### src/rtl/eorx_pkg.sv
package eorx_pkg;

  typedef enum logic [2:0] {
    ST_IDLE,
    ST_STROBE,
    ST_MARK,
    ST_MARK_DONE,
    ST_TAIL
  } rxState_t;

  typedef struct packed {
    logic shiftEn;
    logic shiftBit;
    logic emit;
    logic abort;
  } rxStrobe_t;

endpackage

### src/rtl/eorx_sync.sv
module eorx_sync #(
  parameter int NUM_LINES   = 2,
  parameter int SYNC_STAGES = 2
) (
  input  logic                 clk,
  input  logic                 rstN,
  input  logic [NUM_LINES-1:0] linesIn,
  output logic [NUM_LINES-1:0] lvl,
  output logic [NUM_LINES-1:0] rise,
  output logic [NUM_LINES-1:0] fall
);

  logic [NUM_LINES-1:0] prevLvl;

  for (genvar g = 0; g < NUM_LINES; g++) begin : gLine
    logic [SYNC_STAGES-1:0] chain;
    always_ff @(posedge clk) begin
      if (!rstN) chain <= '0;
      else       chain <= {chain[SYNC_STAGES-2:0], linesIn[g]};
    end
    assign lvl[g] = chain[SYNC_STAGES-1];
  end

  always_ff @(posedge clk) begin
    if (!rstN) prevLvl <= '0;
    else       prevLvl <= lvl;
  end

  assign rise = lvl & ~prevLvl;
  assign fall = ~lvl & prevLvl;

endmodule

### src/rtl/eorx_ctrl.sv
module eorx_ctrl
  import eorx_pkg::*;
(
  input  logic      clk,
  input  logic      rstN,
  input  logic      aLvl,
  input  logic      bLvl,
  input  logic      aRise,
  input  logic      aFall,
  input  logic      bRise,
  input  logic      bFall,
  output rxStrobe_t stb
);

  rxState_t state, nextState;

  always_comb begin
    nextState = state;
    stb       = '0;
    case (state)
      ST_IDLE: begin
        if (aRise && bRise)  nextState = ST_MARK;
        else if (aRise)      nextState = ST_STROBE;
        else if (bRise)      stb.abort = 1'b1;
      end
      ST_STROBE: begin
        if (aFall) begin
          stb.shiftEn = 1'b1;
          nextState   = ST_IDLE;
        end else if (bRise) begin
          nextState = ST_MARK;
        end
      end
      ST_MARK: begin
        if (aFall && bFall) begin
          stb.shiftEn  = 1'b1;
          stb.shiftBit = 1'b1;
          nextState    = ST_IDLE;
        end else if (bFall) begin
          nextState = ST_MARK_DONE;
        end else if (aFall) begin
          nextState = ST_TAIL;
        end
      end
      ST_MARK_DONE: begin
        if (aFall) begin
          stb.shiftEn  = 1'b1;
          stb.shiftBit = 1'b1;
          nextState    = ST_IDLE;
        end else if (bRise) begin
          stb.abort = 1'b1;
          nextState = ST_IDLE;
        end
      end
      ST_TAIL: begin
        if (bFall) begin
          stb.emit  = 1'b1;
          nextState = ST_IDLE;
        end else if (aRise) begin
          stb.abort = 1'b1;
          nextState = ST_IDLE;
        end
      end
      default: nextState = ST_IDLE;
    endcase
  end

  always_ff @(posedge clk) begin
    if (!rstN) state <= ST_IDLE;
    else       state <= nextState;
  end

  AST_ABORT_IDLE: assert property (@(posedge clk) disable iff (!rstN)
    stb.abort |=> (state == ST_IDLE));
  AST_TAIL_B_HIGH: assert property (@(posedge clk) disable iff (!rstN)
    (state == ST_TAIL) |-> (bLvl || bFall));
  AST_STROBE_A_HIGH: assert property (@(posedge clk) disable iff (!rstN)
    (state == ST_STROBE) |-> (aLvl || aFall));

endmodule

### src/rtl/eorx_datapath.sv
module eorx_datapath
  import eorx_pkg::*;
#(
  parameter int WORD_BITS = 16,
  parameter int DATA_BITS = 8,
  localparam int CTRL_BITS = WORD_BITS - DATA_BITS,
  localparam int CNT_W     = $clog2(WORD_BITS + 1)
) (
  input  logic                 clk,
  input  logic                 rstN,
  input  rxStrobe_t            stb,
  output logic                 wordValid,
  output logic [CTRL_BITS-1:0] ctrlField,
  output logic [DATA_BITS-1:0] dataField,
  output logic [CNT_W-1:0]     bitCount,
  output logic                 protoErr
);

  logic [WORD_BITS-1:0] word;
  logic [CNT_W-1:0]     cnt;
  logic                 full;

  assign full = (cnt == CNT_W'(WORD_BITS));

  always_ff @(posedge clk) begin
    if (!rstN) begin
      word      <= '0;
      cnt       <= '0;
      wordValid <= 1'b0;
      protoErr  <= 1'b0;
      ctrlField <= '0;
      dataField <= '0;
      bitCount  <= '0;
    end else begin
      wordValid <= 1'b0;
      protoErr  <= 1'b0;
      if (stb.abort || (stb.shiftEn && full)) begin
        word     <= '0;
        cnt      <= '0;
        protoErr <= 1'b1;
      end else if (stb.shiftEn) begin
        word <= {word[WORD_BITS-2:0], stb.shiftBit};
        cnt  <= cnt + 1'b1;
      end else if (stb.emit) begin
        ctrlField <= word[WORD_BITS-1:DATA_BITS];
        dataField <= word[DATA_BITS-1:0];
        bitCount  <= cnt;
        wordValid <= 1'b1;
        word      <= '0;
        cnt       <= '0;
      end
    end
  end

  AST_VALID_ONE_CYCLE: assert property (@(posedge clk) disable iff (!rstN)
    wordValid |=> !wordValid);
  AST_CLEAR_AFTER_EMIT: assert property (@(posedge clk) disable iff (!rstN)
    stb.emit |=> (cnt == '0));
  AST_OVERFLOW_ERR: assert property (@(posedge clk) disable iff (!rstN)
    (stb.shiftEn && full) |=> (protoErr && cnt == '0));

endmodule

### src/rtl/edge_order_rx.sv
module edge_order_rx
  import eorx_pkg::*;
#(
  parameter int WORD_BITS   = 16,
  parameter int DATA_BITS   = 8,
  parameter int SYNC_STAGES = 2,
  localparam int CTRL_BITS  = WORD_BITS - DATA_BITS,
  localparam int CNT_W      = $clog2(WORD_BITS + 1)
) (
  input  logic                 clk,
  input  logic                 rstN,
  input  logic                 lineA,
  input  logic                 lineB,
  output logic                 wordValid,
  output logic [CTRL_BITS-1:0] ctrlField,
  output logic [DATA_BITS-1:0] dataField,
  output logic [CNT_W-1:0]     bitCount,
  output logic                 protoErr
);

  logic [1:0] lvl, rise, fall;
  rxStrobe_t  stb;

  eorx_sync #(.NUM_LINES(2), .SYNC_STAGES(SYNC_STAGES)) uSync (
    .clk(clk), .rstN(rstN), .linesIn({lineB, lineA}),
    .lvl(lvl), .rise(rise), .fall(fall)
  );

  eorx_ctrl uCtrl (
    .clk(clk), .rstN(rstN),
    .aLvl(lvl[0]), .bLvl(lvl[1]),
    .aRise(rise[0]), .aFall(fall[0]),
    .bRise(rise[1]), .bFall(fall[1]),
    .stb(stb)
  );

  eorx_datapath #(.WORD_BITS(WORD_BITS), .DATA_BITS(DATA_BITS)) uData (
    .clk(clk), .rstN(rstN), .stb(stb),
    .wordValid(wordValid), .ctrlField(ctrlField), .dataField(dataField),
    .bitCount(bitCount), .protoErr(protoErr)
  );

endmodule

### config.mk
export PLATFORM = sky130hd
export DESIGN_NAME = edge_order_rx
export DESIGN_NICKNAME = d
export VERILOG_FILES = /design/src/rtl/eorx_pkg.sv /design/src/rtl/eorx_sync.sv /design/src/rtl/eorx_ctrl.sv /design/src/rtl/eorx_datapath.sv /design/src/rtl/edge_order_rx.sv
export SDC_FILE = /design/constraint.sdc
export NUM_CORES = 1
export LEC_CHECK = 0
export BUFFER_PORTS_ARGS = -buffer_cell sky130_fd_sc_hd__buf_2
export CAP_MARGIN = 40
export CORE_MARGIN = 10
export CORE_UTILIZATION = 30
export DETAILED_ROUTE_END_ITERATION = 12
export GPL_ROUTABILITY_DRIVEN = 0
export SLEW_MARGIN = 40
export SYNTH_ARGS = -nofsm -noshare
export SYNTH_HDL_FRONTEND = slang
export SYNTH_HIERARCHICAL = 1
export SYNTH_SLANG_ARGS = --single-unit
### constraint.sdc
create_clock -name clk -period 2.2 [get_ports clk]
set_clock_uncertainty 0.1 [all_clocks]
set_input_delay 0.22 -clock clk [delete_from_list [all_inputs] [get_ports clk]]
set_output_delay 0.22 -clock clk [all_outputs]
set_load 0.02 [all_outputs]
Word-level counts from Yosys, hierarchy flattened

Cells that the tools add are included.

Reduce and logical (&&, ||, !) cells: 10
Bitwise gates (word level): 7
Muxes and demuxes: 32
Add/sub/neg operators: 1
Equal/unequal tests: 10

Operator list:

| operator              | number |
|---|---|
| $mux W3               | 11 |
| $mux W16              | 2 |
| $pmux W3 S5           | 1 |
| $mux W1               | 11 |
| $mux W5               | 2 |
| $ne A3 B3 Y1 const B  | 3 |
| $eq A3 B2 Y1 const B  | 2 |
| $pmux W1 S3           | 2 |
| $add A5 B1 Y5 const B | 1 |
| $eq A5 B5 Y1 const B  | 1 |
| $reduce_and A5 Y1     | 1 |
| $and A2 B2 Y2         | 2 |
| $mux W2               | 2 |
| $ne A4 B3 Y1 const B  | 1 |
| $not A2 Y2            | 2 |
| $eq A3 B1 Y1 const B  | 1 |
| $eq A3 B3 Y1 const B  | 1 |
| $logic_and A1 B1 Y1   | 3 |
| $logic_not A3 Y1      | 1 |
| $ne A3 B2 Y1 const B  | 1 |
| $not A1 Y1            | 3 |
| $reduce_and A3 Y1     | 1 |
| $reduce_or A3 Y1      | 1 |
| $pmux W1 S2           | 1 |
| other kinds (3)       | 3 |

Flip-flop bits (word level): 53
Input bits: 4
Output and inout port bits: 23
Logic and storage cells: 71

Depth between registers and ports, before layout

Depth after elaboration: 9
Depth in mapped cells: 8
Gate-level depth less buffers: 7

Hierarchy

Netlist, hierarchy kept.

By module, submodules not included:

| module        | area each (um^2) | cells an instance | instances | seq. area each (um^2) |
|---|---|---|---|---|
| eorx_datapath | 1,770.4          | 202               | 1         | 880.8 |
| eorx_ctrl     | 262.8            | 32                | 1         | 60.1 |
| eorx_sync     | 197.7            | 18                | 1         | 120.1 |

Worst setup path before layout

OpenSTA, ideal clock, no wires.

Path kind: reg2reg
From: reg uSync.prevLvl[0]
To: reg uData.bitCount[3]
Data required time: 1.984 ns
Buffers on the path: 1
Arrival time: 1.770 ns
Path slack: 0.213 ns
Stages on the path, launching flop included: 9
Cells stage by stage: dfxtp_1 -> nor2b_1 -> and3b_2 -> o21ai_0 -> o21ai_1 -> or3b_4 -> buf_6 -> nand2_1 -> a21boi_1

RTL lines:

| element                  | line                | text |
|---|---|---|
| start: declaration       | eorx_sync.sv:13     | `logic [NUM_LINES-1:0] prevLvl;` |
| start signal: assignment | eorx_sync.sv:26     | `else prevLvl <= lvl;` |
| end signal: assignment   | eorx_datapath.sv:47 | `bitCount <= cnt;` |
| end: declaration         | eorx_datapath.sv:15 | `output logic [CNT_W-1:0] bitCount,` |

==> flow_summary_export.csv <==
group,metric,value,unit
yosys,synth.yosys.warnings,6,
sta,count_of_endpoints_failing_hold_in_the_final_timing_report,0,
power_and_ir_drop,netSwitchingPower,0.000364,W
global_route,grt_first_pass_wirelength,7400,microns
worst_setup_path,startpoint_type,"flip-flop",
worst_hold_path,hold_class,"in -> reg",
route,drt_first_pass_iters,4,
worst_setup_path,timing.critical_path.required,2290,ps
floorplanning,num_rows,31,
power_and_ir_drop,total_leakage_power,0.986,nW
final_layout,final_net_count,285,
floorplanning,die_x,106,microns
final_layout,multi_input_comb_area,1050,sq um
final_layout,post_route_cell_area,2590,sq um
sta,unrepaired_setup_endpoints_after_global_routing,"no",
clock_tree,ctsHtreeMaxLevel,2,
clock_tree,ctsLongestPathBuffers,2,
sta,finalSetupViolations,0,
run_status,outcome,"completed",
worst_setup_path,critical_path_arrival,2110,ps
clock_tree,source_to_sink_clock_delay_at_the_later_pin_of_the_worst_skew_pair,300,ps
yosys,syn-cell-area,2220,sq um
yosys,synth_area_per_cell,8.86,sq um
global_route,grt-ovfl-total,0,
route,totalWireLength,4370,microns
power_and_ir_drop,swShare,21.3,%
worst_setup_path,slowest_cell_on_the_critical_path,"sky130_fd_sc_hd__or3b_4",
sta,max_slew.worst_pin.slew,465,ps
global_route,grt_usage,7.79,%
power_and_ir_drop,cell_internal_pwr,0.00134,W
worst_setup_path,worstPathMaxFanout,21,
global_route,first_global_vias,1583,
flow_run,maxCapViolations,0,
worst_setup_path,setup.worst_path.class,"reg -> reg",
sta,final_min_period_over_clock_period,92.1,%
clock_tree,cts-root-buf,"sky130_fd_sc_hd__clkbuf_8",
sta,max-slew-margin-rel,69.0,%
floorplanning,fp.dieArea,11200,sq um
clock_tree,clock-sinks,53,
worst_setup_path,critical_path.n_buffers_inverters,1,
route,residual_drc_count,0,
final_layout,final_layout_size_suffix_gt1_share,20.4,%
clock_tree,cts_tree,"done",
final_layout,filler_cell_count,781,
final_layout,most-common-layout-cells,"sky130_fd_sc_hd__dfxtp_1, sky130_fd_sc_hd__nand2_1, sky130_fd_sc_hd__buf_2",
yosys,syn-num-nets,256,
floorplanning,floorplan.initialDensity,30.7,%
placement,port_buffers,26,
route,wire_per_inst,11.5,microns
sta,max_freq,0.494,GHz
power_and_ir_drop,pwr-share-seq,57.0,%
power_and_ir_drop,clock_power_share,38.8,%
route,ant_nets,0,
sta,setup_tns,0,ps
floorplanning,pin_count,27,
placement,detailed_place_hpwl,2900,microns
worst_setup_path,cp_top_family,"simple AND/OR/NAND/NOR gates",
floorplanning,fp.dieH,106,microns
global_route,maximum_number_of_pins_on_one_net_before_global_route_repair,33,
worst_setup_path,critical_path.max_stage_delay,500,ps
final_layout,register_cell_area_after_layout,1060,sq um
placement,dpl_cell_area,2450,sq um
clock_tree,clock_transition_at_the_registers_of_the_reported_paths,90,ps
final_layout,area_growth,16.8,%
yosys,netlist_instances,250,
final_layout,antenna_cells_inserted,0,
route,routed_via_density,4.55,
power_and_ir_drop,power.ir.vdd_worst,0.256,mV
sta,period_minus_ws_final,2030,ps
power_and_ir_drop,comb_power_share,4.2,%
worst_setup_path,worst_setup_path_end_kind,"flip-flop",
clock_tree,cts-buffers-inserted,5,
route,vias,1726,
sta,final_max_slew_viol_count,0,
final_layout,final_common_cell,"sky130_fd_sc_hd__dfxtp_1",
floorplanning,core_area,7210,sq um
clock_tree,cts_hold_buf,0,
worst_setup_path,path_cells,"nor2b_1, and3b_2, o21ai_0, o21ai_2, buf_4, or3b_4, nand2_1, a21boi_0",
power_and_ir_drop,power-per-cell-area,659,nW/um^2
route,drtIter0Drc,61,
global_route,grt_antenna_before_repair,0,
[cell type report]
| type | instances | share of cell area (%) |
|---|---|---|
| flip-flops and latches | 53 | 41.0 |
| multi-input cells | 177 | 40.6 |
| repair buffers | 39 | 8.94 |
| well taps | 99 | 4.78 |
| clock buffers | 6 | 2.80 |
| clock inverters | 2 | 1.50 |
| inverters | 3 | 0.435 |
[flip-flops by register name, summed over array words and instances, names as in the netlist, 2 cells and up]
name               cells
uCtrl/state            3
uData/bitCount         5
uData/cnt              5
uData/ctrlField        8
uData/dataField        8
uData/word            16
uSync/gLine.chain      4
uSync/prevLvl          2
[worst paths after layout]
check                          startpoint                      end  slack (ps)  depth (start not counted)
setup / recovery         uSync/prevLvl[0]        uData/bitCount[0]         170                          8
hold / removal                      lineB  uSync/gLine[1].chain[0]          10                          2
setup reg to reg         uSync/prevLvl[0]        uData/bitCount[0]         170                          8
hold reg to reg   uSync/gLine[1].chain[0]  uSync/gLine[1].chain[1]         340                          1
[power by group through the flow]
stage / Combinational, W / Sequential [W] / Clock, W
floorplan: 0.0000533 / 0.000993 / 0
global route: 0.0000804 / 0.000974 / 0.000727
global placement: 0.0000714 / 0.000995 / 0
detailed placement: 0.0000723 / 0.000995 / 0
finish: 0.0000719 / 0.000973 / 0.000662
CTS: 0.0000729 / 0.000973 / 0.000679
[stage by stage]
stage	utilization [%]	hold WS [ps]	power, W	std cells	worst slack [ps]
3_3_place_gp	34.0	313	0.00107	369	65.5
5_1_grt	35.9	11.2	0.00178	379	6.71
3_5_place_dp	34.0	320	0.00107	369	43.9
2_1_floorplan	-	236	0.00105	250	213
6_report	35.9	14.3	0.00171	379	175
4_1_cts	35.5	8.39	0.00172	377	14.8
[what timing repair did]
action                     in CTS  in global routing
gates resized for setup         0                  3
setup endpoints to repair       0                 18
buffers inserted                0                  1
[per-layer routing]
layer	share of wire [%]	up-vias	wire, microns	global-route usage [%]
li1	-	905	-	-
met1	48	794	2100	9.47
met2	45	25	1980	12.1
met3	5.4	2	238	2.72
met4	1.2	0	54	3.48
met5	0	-	0	0
Power figures use the tool's default switching activity.
